--- config.mk ---
export PLATFORM = sky130hd
export DESIGN_NAME = vram_rmw_unit
export DESIGN_NICKNAME = d
export VERILOG_FILES = /design/src/rtl/vram_rmw_pkg.sv /design/src/rtl/vram_mask_reg.sv /design/src/rtl/vram_lane_gen.sv /design/src/rtl/vram_rmw_seq.sv /design/src/rtl/vram_rmw_unit.sv
export SDC_FILE = /design/constraint.sdc
export NUM_CORES = 1
export LEC_CHECK = 0
export BUFFER_PORTS_ARGS = -buffer_cell sky130_fd_sc_hd__buf_2
export CAP_MARGIN = 10
export CORE_ASPECT_RATIO = 1.1
export CORE_MARGIN = 2
export CORE_UTILIZATION = 56
export CTS_BUF_LIST = sky130_fd_sc_hd__clkbuf_4
export DETAILED_ROUTE_END_ITERATION = 8
export PLACE_DENSITY_LB_ADDON = 0.1
export SLEW_MARGIN = 20
export SYNTH_ARGS = -nofsm -noshare
export SYNTH_HDL_FRONTEND = slang
export SYNTH_SLANG_ARGS = --single-unit
--- constraint.sdc ---
create_clock -name clk -period 3.64 [get_ports clk]
set_input_delay 0.364 -clock clk [delete_from_list [all_inputs] [get_ports clk]]
set_output_delay 0.364 -clock clk [all_outputs]
set_load 0.02 [all_outputs]
--- src/rtl/vram_rmw_pkg.sv ---
package vram_rmw_pkg;
  localparam int WORD_W = 32;
  localparam int LANES  = WORD_W / 8;
  localparam int LANE_W = $clog2(LANES);

  typedef enum logic [2:0] {ST_IDLE, ST_RD, ST_CAP, ST_WR, ST_DONE} seq_state_e;

  function automatic logic [2:0] lane_count(input logic [1:0] size_code);
    case (size_code)
      2'd0:    return 3'd1;
      2'd1:    return 3'd2;
      default: return 3'd4;
    endcase
  endfunction

  function automatic logic [7:0] merge_byte(input logic [7:0] old_b,
                                            input logic [7:0] new_b,
                                            input logic [7:0] m);
    return (old_b & ~m) | (new_b & m);
  endfunction

  function automatic logic [7:0] mask_lane(input logic [WORD_W-1:0] mask,
                                           input logic [LANE_W-1:0] offset,
                                           input logic [LANE_W-1:0] lane);
    logic [LANE_W-1:0] sel;
    sel = offset + lane;
    return mask[{sel, 3'b000} +: 8];
  endfunction
endpackage

--- src/rtl/vram_mask_reg.sv ---
module vram_mask_reg #(
  parameter int MW = 32
) (
  input  logic          clk,
  input  logic          rst_n,
  input  logic          load,
  input  logic [MW-1:0] load_val,
  output logic [MW-1:0] mask_q
);
  always_ff @(posedge clk) begin
    if (!rst_n)    mask_q <= '1;
    else if (load) mask_q <= load_val;
  end
endmodule

--- src/rtl/vram_lane_gen.sv ---
module vram_lane_gen
  import vram_rmw_pkg::*;
#(
  parameter int AW = 19
) (
  input  logic [AW-1:0]     base,
  input  logic              layered,
  input  logic [LANE_W-1:0] lane,
  input  logic [WORD_W-1:0] mask,
  output logic [AW-1:0]     addr,
  output logic [7:0]        mbyte
);
  localparam int LW = AW - 1;

  logic [AW-1:0] lin_addr;
  logic [LW-1:0] in_layer;

  always_comb begin
    lin_addr = base + AW'(lane);
    in_layer = base[LW-1:0] + LW'(lane);
    addr     = layered ? {base[AW-1], in_layer} : lin_addr;
    mbyte    = mask_lane(mask, base[LANE_W-1:0], lane);
  end
endmodule

--- src/rtl/vram_rmw_seq.sv ---
module vram_rmw_seq
  import vram_rmw_pkg::*;
#(
  parameter int AW = 19
) (
  input  logic              clk,
  input  logic              rst_n,
  input  logic              req_valid,
  input  logic              req_write,
  input  logic [1:0]        req_size,
  input  logic [1:0]        req_window,
  input  logic [AW-1:0]     req_addr,
  input  logic [WORD_W-1:0] req_wdata,
  input  logic [WORD_W-1:0] mask_q,
  input  logic [7:0]        ram_rdata,
  output logic              req_ready,
  output logic              done,
  output logic [WORD_W-1:0] rdata,
  output logic              ram_en,
  output logic              ram_we,
  output logic [AW-1:0]     ram_addr,
  output logic [7:0]        ram_wdata,
  output logic [AW-1:0]     cur_base,
  output logic              cur_layered,
  output logic [7:0]        lane_mask,
  output logic [7:0]        lane_old
);
  seq_state_e        st_q;
  logic [LANE_W-1:0] k_q;
  logic [2:0]        cnt_q;
  logic              wr_q;
  logic              lay_q;
  logic [AW-1:0]     base_q;
  logic [WORD_W-1:0] wd_q, msk_q, old_q;
  logic              last_lane;

  assign last_lane = (3'(k_q) + 3'd1) == cnt_q;

  vram_lane_gen #(.AW(AW)) u_lane (
    .base(base_q), .layered(lay_q), .lane(k_q), .mask(msk_q),
    .addr(ram_addr), .mbyte(lane_mask)
  );

  always_ff @(posedge clk) begin
    if (!rst_n) begin
      st_q   <= ST_IDLE;
      k_q    <= '0;
      cnt_q  <= '0;
      wr_q   <= 1'b0;
      lay_q  <= 1'b0;
      base_q <= '0;
      wd_q   <= '0;
      msk_q  <= '0;
      old_q  <= '0;
    end else begin
      case (st_q)
        ST_IDLE: if (req_valid) begin
          st_q   <= ST_RD;
          k_q    <= '0;
          cnt_q  <= lane_count(req_size);
          wr_q   <= req_write;
          lay_q  <= ~req_window[1];
          base_q <= req_addr;
          wd_q   <= req_wdata;
          msk_q  <= mask_q;
          old_q  <= '0;
        end
        ST_RD: st_q <= ST_CAP;
        ST_CAP: begin
          old_q[{k_q, 3'b000} +: 8] <= ram_rdata;
          if (last_lane) begin
            k_q  <= '0;
            st_q <= wr_q ? ST_WR : ST_DONE;
          end else begin
            k_q  <= k_q + 1'b1;
            st_q <= ST_RD;
          end
        end
        ST_WR: begin
          if (last_lane) st_q <= ST_DONE;
          else           k_q  <= k_q + 1'b1;
        end
        ST_DONE: st_q <= ST_IDLE;
        default: st_q <= ST_IDLE;
      endcase
    end
  end

  always_comb begin
    req_ready   = (st_q == ST_IDLE);
    done        = (st_q == ST_DONE);
    ram_en      = (st_q == ST_RD) || (st_q == ST_WR);
    ram_we      = (st_q == ST_WR);
    lane_old    = old_q[{k_q, 3'b000} +: 8];
    ram_wdata   = merge_byte(lane_old, wd_q[{k_q, 3'b000} +: 8], lane_mask);
    rdata       = old_q;
    cur_base    = base_q;
    cur_layered = lay_q;
  end
endmodule

--- src/rtl/vram_rmw_unit.sv ---
module vram_rmw_unit
  import vram_rmw_pkg::*;
#(
  parameter int AW = 19
) (
  input  logic          clk,
  input  logic          rst_n,
  input  logic          mask_we,
  input  logic [31:0]   mask_wdata,
  input  logic          req_valid,
  output logic          req_ready,
  input  logic          req_write,
  input  logic [1:0]    req_size,
  input  logic [1:0]    req_window,
  input  logic [AW-1:0] req_addr,
  input  logic [31:0]   req_wdata,
  output logic          done,
  output logic [31:0]   rdata,
  output logic          ram_en,
  output logic          ram_we,
  output logic [AW-1:0] ram_addr,
  output logic [7:0]    ram_wdata,
  input  logic [7:0]    ram_rdata
);
  logic [WORD_W-1:0] mask_q;
  logic [AW-1:0]     cur_base;
  logic              cur_layered;
  logic [7:0]        lane_mask;
  logic [7:0]        lane_old;

  vram_mask_reg #(.MW(WORD_W)) u_mask (
    .clk(clk), .rst_n(rst_n), .load(mask_we), .load_val(mask_wdata), .mask_q(mask_q)
  );

  vram_rmw_seq #(.AW(AW)) u_seq (
    .clk(clk), .rst_n(rst_n), .req_valid(req_valid), .req_write(req_write),
    .req_size(req_size), .req_window(req_window), .req_addr(req_addr),
    .req_wdata(req_wdata), .mask_q(mask_q), .ram_rdata(ram_rdata),
    .req_ready(req_ready), .done(done), .rdata(rdata), .ram_en(ram_en),
    .ram_we(ram_we), .ram_addr(ram_addr), .ram_wdata(ram_wdata),
    .cur_base(cur_base), .cur_layered(cur_layered),
    .lane_mask(lane_mask), .lane_old(lane_old)
  );
endmodule

==> results of run 1 <==
## metal layers
| layer | part of all wire (%) | track usage (%) | wire length, um |
|---|---|---|---|
| met1 | 43 | 32.1 | 7270 |
| met4 | 2.8 | 11.9 | 482 |
| met3 | 6.1 | 6.20 | 1030 |
| met2 | 48 | 42.6 | 8220 |
| met5 | 0.076 | 0 | 13 |
## synth_stat cells, types with 2 or more instances
| master | n |
|---|---|
| nor2_1 | 4 |
| buf_6 | 4 |
| a22oi_1 | 16 |
| nand3_1 | 6 |
| nand4_1 | 4 |
| nand2b_1 | 3 |
| o22ai_1 | 2 |
| nor2b_1 | 20 |
| a21boi_1 | 30 |
| nor3b_4 | 2 |
| nand2_1 | 215 |
| dfxtp_1 | 157 |
| ha_1 | 8 |
| inv_1 | 8 |
| nand4b_1 | 2 |
| and4_1 | 2 |
| mux2_2 | 8 |
| mux4_2 | 24 |
| nor4_1 | 3 |
| nor3_1 | 3 |
| buf_2 | 20 |
| xor2_1 | 5 |
| a21boi_0 | 56 |
| a21oi_2 | 2 |
| xnor2_1 | 15 |
| clkbuf_1 | 19 |
| a21oi_1 | 6 |
| a22o_1 | 16 |
| buf_4 | 4 |
| mux2i_1 | 33 |
## flip-flops by register name, indices dropped and copies added, names as in the netlist
register	cells
u_seq.cnt_q	3
u_seq.wd_q	32
u_seq.k_q	2
u_seq.wr_q	1
u_seq.cur_layered	1
u_seq.st_q	3
u_seq.cur_base	19
u_mask.mask_q	32
u_seq.msk_q	32
u_seq.rdata	32
## critical path: stages (launching register included)
cell and delay (ns):
dfxtp_1 0.36, ha_1 0.18, inv_1 0.06, fa_1 0.44, nand4b_1 0.21, nor4_1 0.49
nand4b_1 0.19, xnor2_1 0.22, buf_2 0.20
## cell usage in the layout (no fill, tap or decap), types with 16 or more instances in the layout
cell type      synthesis  layout
dfxtp_1              157     157
mux2i_1               33      33
buf_2                 20     160
a21boi_1              30      30
a22oi_1               16      16
nand2_1              215     215
nor2b_1               20      20
a22o_1                16      16
a21boi_0              56      56
clkbuf_4               0      20
mux4_2                24      24
dlygate4sd3_1          0      47
## kinds of logic after synthesis
family / after synthesis
AND/OR/NAND/NOR: 275
flip-flops: 157
adder cells (fa/ha/maj): 9
XOR/XNOR: 20
multiplexers: 65
AO/OA/AOI/OAI: 133
buffers and inverters: 57
## worst max-delay path by stage
stage,endpoint,slack [ns]
after floorplan,ram_addr[18],0.53
after global placement,ram_wdata[7],1.09
after detailed placement,ram_addr[18],1.0
after CTS,ram_addr[18],0.33
after global routing,ram_addr[18],0.20
final,ram_addr[18],0.37
## through the flow
step / setup WS, ns / util [%] / cells / hold slack [ns]
global placement: 1.09 / 64.2 / 987 / 0.437
finish: 0.370 / 70.6 / 1068 / 0.0346
global route: 0.203 / 70.6 / 1068 / 0.000548
detailed placement: 0.998 / 64.2 / 987 / 0.445
floorplan: 0.531 / - / 716 / 0.430
CTS: 0.329 / 70.0 / 1060 / 0.000243
## final cells by class
class,count,share of cell area [%]
Multi-Input combinational cell,502,41.3
Sequential cell,157,37.0
Timing Repair Buffer,213,15.5
Tap cell,154,2.27
Clock buffer,20,1.77
Clock inverter,12,1.72
Inverter,8,0.354
Antenna cell,2,0.0589
## power breakdown
group	internal [mW]	switching, mW
clock network	0.492	0.601
registers	1.82	0.0687
logic	0.251	0.297
## what timing repair did
item / in CTS / in global routing
gates resized for setup: 0 / 0
hold endpoints to repair: 41 / 7
hold buffers: 41 / 6
==> flow_summary.toml, run 1 <==
[finish]
stdcell_area_um2 = 8490
area_delta_synth_final_pct = 22.6
fill_cells = 956
drive_gt1_share_pct = 26.2
seq_area_um2 = 3140
fin_nets = 1008
multi_input_area_um2 = 3510

[worst_setup_path]
startpoint = "u_seq.cur_base[0]"
worstSetupPathType = "flop to output port"
rr_worst_depth = 7
required_ns = 3.28
r2r_start = "u_seq.k_q[0]"
start_kind = "flop"
critPathArrivalTime_ns = 2.91
critPathMaxFanout = 4
critPathCaptureType = "output port"
reg2reg_slack_ns = 1.24
timing.rr.end = "u_seq.rdata[5]"

[sta]
fin_tns_setup_ns = 0
tightestPinTransition_ns = 0.931
period_share_pct = 89.8
max_slew_margin_pct = 37.9
fmax_mhz = 306
setup_viol = 0
clock-skew-final_ns = 0.0216
slew_violations = 0
rsz0062_at_grt = "no"
hold_violations = 0
period_minus_slack_ns = 3.27

[clocking]
clkTransAtPathRegs_ns = 0.12
numCtsBuffers = 17
cts_tree = "done"
htree_levels = 4
clock_path_buffers = 2
cts-root-buf = "clkbuf_4"
post_cts_buffers = 0
clock_sinks = 157
clkLatencyLatePin_ns = 0.57

[drt]
ant_nets = 0
wl_mm = 17.0
drt-initial-drc-count = 428
routedWlPerCell_um = 15.9
vias = 5786
avgViaCountPerCell = 5.42
drt-pass1-iter-count = 5
drc = 0

[pwr]
power_mw = 3.53
p_leak_nw = 3.64
p_per_area_nw_per_um2 = 416
peakVddDrop_uv = 350

[die]
core_um2 = 12000
die_x_um = 110
die_area_um2 = 13300
rows = 42
floorplan.io_pins = 163
start_util_pct = 57.6
die_height_um = 121

[placement]
place_hpwl_mm = 11.6
gp_congestion = 0.835
post_dp_cell_area_um2 = 7720
io_buffers = 161

[synthesis]
syn-num-nets = 825
yosysTopAreaCellShare_pct = 45.4
ys_seq_area_share_pct = 45.4
synth_simple_gate_area_share_pct = 17.8
syn_avg_cell_area_um2 = 9.67
netlist_area_um2 = 6930
synth-edff-count = 0
synth_ff_type = "dfxtp_1"
yosysUniqueCellTypes = 49
synth_mux_area_share_pct = 13.9
postSynth.asyncResetShare_pct = 0
synth_top_family_by_area = "simple AND/OR/NAND/NOR gates"
synth_xor_xnor_area_share_pct = 2.53
yosysTopAreaCell = "dfxtp_1"
postSynthCellCount = 716
synth_fa_ha_area_share_pct = 1.73
synth_compound_area_share_pct = 14.5
synth_seq_cells = 157
yosys-top-cells-area = "dfxtp_1 (45%), nand2_1 (12%), mux4_2 (7.8%)"
yosys_warnings = 0

[global_route]
grt_max_degree = 90
grt_pass1_vias = 5424
grt-ovfl-total = 0
grt_pass1_wl_mm = 26.4
track_usage_pct = 26.0
antenna_found_initial = 3

[status]
outcome = "finished, final reports clean"

[min_path]
hp-class = "input pin to flop"
worstHoldStart = "req_addr[12]"
min_delay_worst_endpoint = "u_seq.cur_base[12]"
whs_path_depth = 3

[run]
maxCapViolations = 0
No activity file was read; power rests on OpenSTA's default activity.
==> run 2, diff against run 1 <==
==> constraint.sdc (replaced) <==
create_clock -name clk -period 3.64 [get_ports clk]
set_input_delay 1.092 -clock clk [delete_from_list [all_inputs] [get_ports clk]]
set_output_delay 1.092 -clock clk [all_outputs]
set_load 0.02 [all_outputs]
==> run 2 against run 1 <==
The flow now finishes with violations (setup timing). Sequential power barely moved. Largest cell class unchanged. Setup slack got worse by 0.39 ns. Critical path type unchanged. Fmax fell by 11%.
==> flow_summary.toml, run 2 (synthesis results as in run 1) <==
[clocking]
clock_sinks = 157
clkTransAtPathRegs_ns = 0.12
htree_levels = 4
cts_tree = "done"
clock_path_buffers = 2
numCtsBuffers = 17
clkLatencyLatePin_ns = 0.55
cts-root-buf = "clkbuf_4"

[global_route]
track_usage_pct = 25.6
grt_max_degree = 95
grt_pass1_wl_mm = 26.0
grt-ovfl-total = 0
grt_pass1_vias = 5467
antenna_found_initial = 1

[die]
die_area_um2 = 13300
die_height_um = 121
rows = 42
floorplan.io_pins = 163
core_um2 = 12000
die_x_um = 110
start_util_pct = 57.6

[sta]
max_slew_margin_pct = 36.8
holdWs_ns = 0.461
tightestPinTransition_ns = 0.948
hold_violations = 0
rsz0062_at_grt = "yes"
slew_violations = 0
period_share_pct = 101
setup_slack_ns = -0.0209
fmax_mhz = 273
clock-skew-final_ns = 0.0148
period_minus_slack_ns = 3.66
setup_viol = 5

[min_path]
min_delay_worst_endpoint = "u_seq.wd_q[29]"
hp-class = "flop to flop"
whs_path_depth = 2
worstHoldStart = "u_seq.wd_q[29]"

[finish]
layout_common_cells = "nand2_1 (215), buf_2 (156), dfxtp_1 (155)"
area_delta_synth_final_pct = 17.8
drive_gt1_share_pct = 29.4
layout_commonest_cell = "nand2_1"
fin_nets = 966
num_antenna_cells = 0

[placement]
gp_congestion = 0.799
io_buffers = 161
dp_slack_ns = 0.223
place_hpwl_mm = 11.4

[drt]
drt-pass1-iter-count = 5
drc = 0
avgViaCountPerCell = 5.47
drt-initial-drc-count = 396
wl_mm = 16.3
routedWlPerCell_um = 15.9
ant_nets = 0
vias = 5597

[status]
violations = "setup timing"
outcome = "finished with violations"

[worst_setup_path]
start_kind = "flop"
reg2reg_slack_ns = 1.25
critPathMaxFanout = 5
worstPathCellList = "ha_4 > inv_2 > fa_2 > buf_6 > mux4_2 > mux2_4 > buf_6"
crit_top_cell = "buf_6"
critPathMaxStageDelay_ns = 0.54
required_ns = 2.55
rr_worst_depth = 6
worstSetupPathType = "flop to output port"
critPathSlowestCell = "fa_2"
r2r_start = "u_seq.k_q[0]"
critPathCaptureType = "output port"
timing.rr.end = "u_seq.rdata[25]"
critPathArrivalTime_ns = 2.57

[pwr]
p_per_area_nw_per_um2 = 430
peakVddDrop_uv = 234
p_leak_nw = 3.52

[run]
maxCapViolations = 0
[run 2: worst max-delay path: cells and delay by family (launching register included)]
family                     cells  cell delay (ns)
buffers and inverters          3             0.29
muxes                          2             0.69
adders and majority gates      2             0.68
DFF                            1             0.37
[run 2: through the flow]
| stage | total power [mW] | utilization [%] | TNS, ns | area (um2) | cells |
|---|---|---|---|---|---|
| finish | 3.50 | 67.8 | -0.0485 | 8160 | 1024 |
| global route | 3.66 | 67.8 | -0.760 | 8160 | 1024 |
| CTS | 3.52 | 67.6 | -0.519 | 8130 | 1022 |
| detailed placement | 2.44 | 64.5 | 0 | 7760 | 987 |
| global placement | 2.42 | 64.5 | 0 | 7760 | 987 |
| floorplan | 2.27 | - | 0 | 6950 | 716 |
[run 2: cell type report]
type	instances	area, um2
Clock buffer	21	158
Multi-Input combinational cell	502	3570
Inverter	8	30.0
Timing Repair Buffer	171	913
Clock inverter	11	143
Sequential cell	157	3150
Fill cell	989	3880
Tap cell	154	193
[run 2: how the worst max path moves through the flow]
stage,slack [ns],endpoint,cells after the start,start
finish,-0.02,ram_wdata[2],7,u_seq.cur_base[0]
global route,-0.10,ram_wdata[2],7,u_seq.cur_base[0]
CTS,-0.08,ram_wdata[2],7,u_seq.k_q[0]
detailed placement,0.22,ram_addr[18],8,u_seq.cur_base[0]
global placement,0.35,ram_addr[18],8,u_seq.cur_base[0]
floorplan,0.009,ram_wdata[0],7,u_seq.k_q[1]
[run 2: where the power goes]
part	leakage (nW)	switching, mW	internal, mW
sequential	1.29	0.0698	1.82
clock	0.155	0.589	0.504
combinational	2.08	0.290	0.230
[run 2: metal layers]
layer | GRT usage [%] | up-vias | share of wire (%)
met5 | 0 | - | 0.067
met4 | 10.6 | 2 | 2.5
met3 | 5.50 | 31 | 5.5
met2 | 43.1 | 166 | 50
met1 | 31.3 | 2661 | 42
li1 | - | 2737 | -
[run 2: what timing repair did]
| item | 4_1_cts | 5_1_grt |
|---|---|---|
| hold buffers | 0 | 0 |
| buffers inserted | 3 | 2 |
| endpoints found under the setup margin | 14 | 16 |
| pin swaps | 5 | 4 |
| gates resized for setup | 14 | 3 |
==> run 3, diff against run 2 <==
--- a/config.mk
+++ b/config.mk
@@ -8,10 +8,10 @@
 export BUFFER_PORTS_ARGS = -buffer_cell sky130_fd_sc_hd__buf_2
 export CAP_MARGIN = 10
 export CORE_ASPECT_RATIO = 1.1
-export CORE_MARGIN = 2
-export CORE_UTILIZATION = 56
+export CORE_UTILIZATION = 51
 export CTS_BUF_LIST = sky130_fd_sc_hd__clkbuf_4
 export DETAILED_ROUTE_END_ITERATION = 8
+export GPL_TIMING_DRIVEN = 0
 export PLACE_DENSITY_LB_ADDON = 0.1
 export SLEW_MARGIN = 20
 export SYNTH_ARGS = -nofsm -noshare
==> run 3 against run 2 <==
Fmax shrank 2.5%. Clock skew down 0.0032 ns. Register-to-register slack improved by 0.12 ns. Routed wire length up 11%. Flip-flop and latch count did not move. Critical endpoint is now ram_wdata[1]. The run still ends with setup timing left. Die area up 5.8%. Setup slack lost 0.094 ns.
==> flow_summary.toml, run 3 (synthesis results as in run 1) <==
[global_route]
grt-ovfl-total = 0
grt_max_degree = 17
track_usage_pct = 26.6
antenna_found_initial = 0
grt_pass1_vias = 5622
grt_pass1_wl_mm = 28.4

[sta]
slew_violations = 0
clock-skew-final_ns = 0.0117
period_share_pct = 103
hold_violations = 0
max_slew_margin_pct = 44.3
holdWs_ns = 0.462
setup_viol = 10
fmax_mhz = 266
setup_slack_ns = -0.115
rsz0062_at_grt = "yes"
period_minus_slack_ns = 3.75
tightestPinTransition_ns = 0.836

[die]
die_height_um = 124
core_um2 = 13200
rows = 44
start_util_pct = 52.4
floorplan.io_pins = 163
die_x_um = 113
die_area_um2 = 14100

[clocking]
clkLatencyLatePin_ns = 0.57
htree_levels = 4
numCtsBuffers = 17
clock_sinks = 157
clock_path_buffers = 2
cts_hold_buf = 0
cts_tree = "done"
cts-root-buf = "clkbuf_4"
clkTransAtPathRegs_ns = 0.12

[worst_setup_path]
reg2reg_slack_ns = 1.37
worstPathCellList = "clkbuf_16 > clkinvlp_4 > fa_2 > buf_6 > mux4_2 > mux2_4 > buf_6"
critPathMaxStageDelay_ns = 0.56
start_kind = "flop"
required_ns = 2.55
critPathCaptureType = "output port"
critPathArrivalTime_ns = 2.66
rr_worst_depth = 8
crit_top_cell = "buf_6"
r2r_start = "u_seq.k_q[1]"
critPathSlowestCell = "fa_2"
timing.rr.end = "u_seq.rdata[28]"
worstSetupPathType = "flop to output port"
critPathMaxFanout = 5

[finish]
fill_cells = 1169
layout_common_cells = "nand2_1 (214), buf_2 (170), dfxtp_1 (155)"
area_delta_synth_final_pct = 22.6
fin_util_pct = 64.3
drive_gt1_share_pct = 31.2
layout_commonest_cell = "nand2_1"
fin_nets = 1015

[placement]
place_hpwl_mm = 13.3
dp_slack_ns = -0.876
gp_congestion = 0.863
io_buffers = 160

[drt]
avgViaCountPerCell = 5.42
wl_mm = 18.1
drt-pass1-iter-count = 4
routedWlPerCell_um = 16.8
vias = 5852
drc = 0
ant_nets = 0
drt-initial-drc-count = 409

[min_path]
whs_path_depth = 2
worstHoldStart = "u_seq.wd_q[20]"
min_delay_worst_endpoint = "u_seq.wd_q[20]"
hp-class = "flop to flop"

[pwr]
p_leak_nw = 3.72
power_mw = 3.60
p_per_area_nw_per_um2 = 424
peakVddDrop_uv = 263

[status]
violations = "setup timing"
outcome = "finished with violations"

[run]
maxCapViolations = 0
## run 3: changes by cell type in the layout (fill, tap and decap cells not counted), moves of 2 or more
cell,delta
buf_2,+14
dfxtp_4,+2
dfxtp_2,-2
buf_6,+7
buf_4,+9
clkbuf_1,+16
clkbuf_4,-2
## run 3: power by group
group | internal (mW) | switching, mW | total (mW)
registers | 1.82 | 0.0725 | 1.89
logic | 0.252 | 0.315 | 0.567
clock network | 0.541 | 0.600 | 1.14
total | 2.61 | 0.987 | 3.60
## run 3: repair_timing
| action | 4_1_cts | 5_1_grt |
|---|---|---|
| setup buffers | 11 | 3 |
| setup endpoints to repair | 19 | 17 |
| pin swaps | 7 | 6 |
| resized for setup | 28 | 13 |
## run 3: routing by layer
| layer | vias up | part of all wire, % | track usage, % |
|---|---|---|---|
| li1 | 2849 | - | - |
| met5 | - | 0 | 0 |
| met1 | 2770 | 43 | 32.6 |
| met3 | 35 | 5.2 | 5.22 |
| met4 | 0 | 2.7 | 10.9 |
| met2 | 198 | 50 | 45.4 |
## run 3: cell type report
| type | count | area (um2) | area share, % |
|---|---|---|---|
| diodes | 1 | 2.50 | 0.0295 |
| plain buffers | 47 | 272 | 3.20 |
| clock buffers | 18 | 135 | 1.59 |
| clock inverters | 13 | 174 | 2.05 |
| inverters | 8 | 33.8 | 0.398 |
| multi-input cells | 502 | 3590 | 42.2 |
| flip-flops and latches | 157 | 3150 | 37.1 |
| well taps | 161 | 201 | 2.37 |
| repair buffers | 173 | 940 | 11.1 |
## run 3: how the worst max path moves through the flow
stage	cells after the start	end	from
3_3_place_gp	8	ram_wdata[1]	u_seq.k_q[1]
6_report	7	ram_wdata[1]	u_seq.k_q[1]
3_5_place_dp	9	ram_addr[16]	u_seq.k_q[1]
4_1_cts	8	ram_wdata[7]	u_seq.k_q[1]
5_1_grt	7	ram_wdata[1]	u_seq.k_q[1]
2_1_floorplan	7	ram_wdata[0]	u_seq.k_q[1]
## run 3: critical path: cells and delay by family (launching register included)
| kind | cells | cell delay, ns |
|---|---|---|
| DFF | 1 | 0.37 |
| muxes | 2 | 0.68 |
| buffers and inverters | 4 | 0.48 |
| adders and majority gates | 1 | 0.56 |
## run 3: stage by stage
stage	area [um2]	TNS (ns)	cells
global placement	7950	-9.94	1037
finish	8490	-0.904	1080
detailed placement	7950	-10.43	1037
CTS	8450	-2.07	1078
global route	8490	-2.04	1079
floorplan	6950	0	716
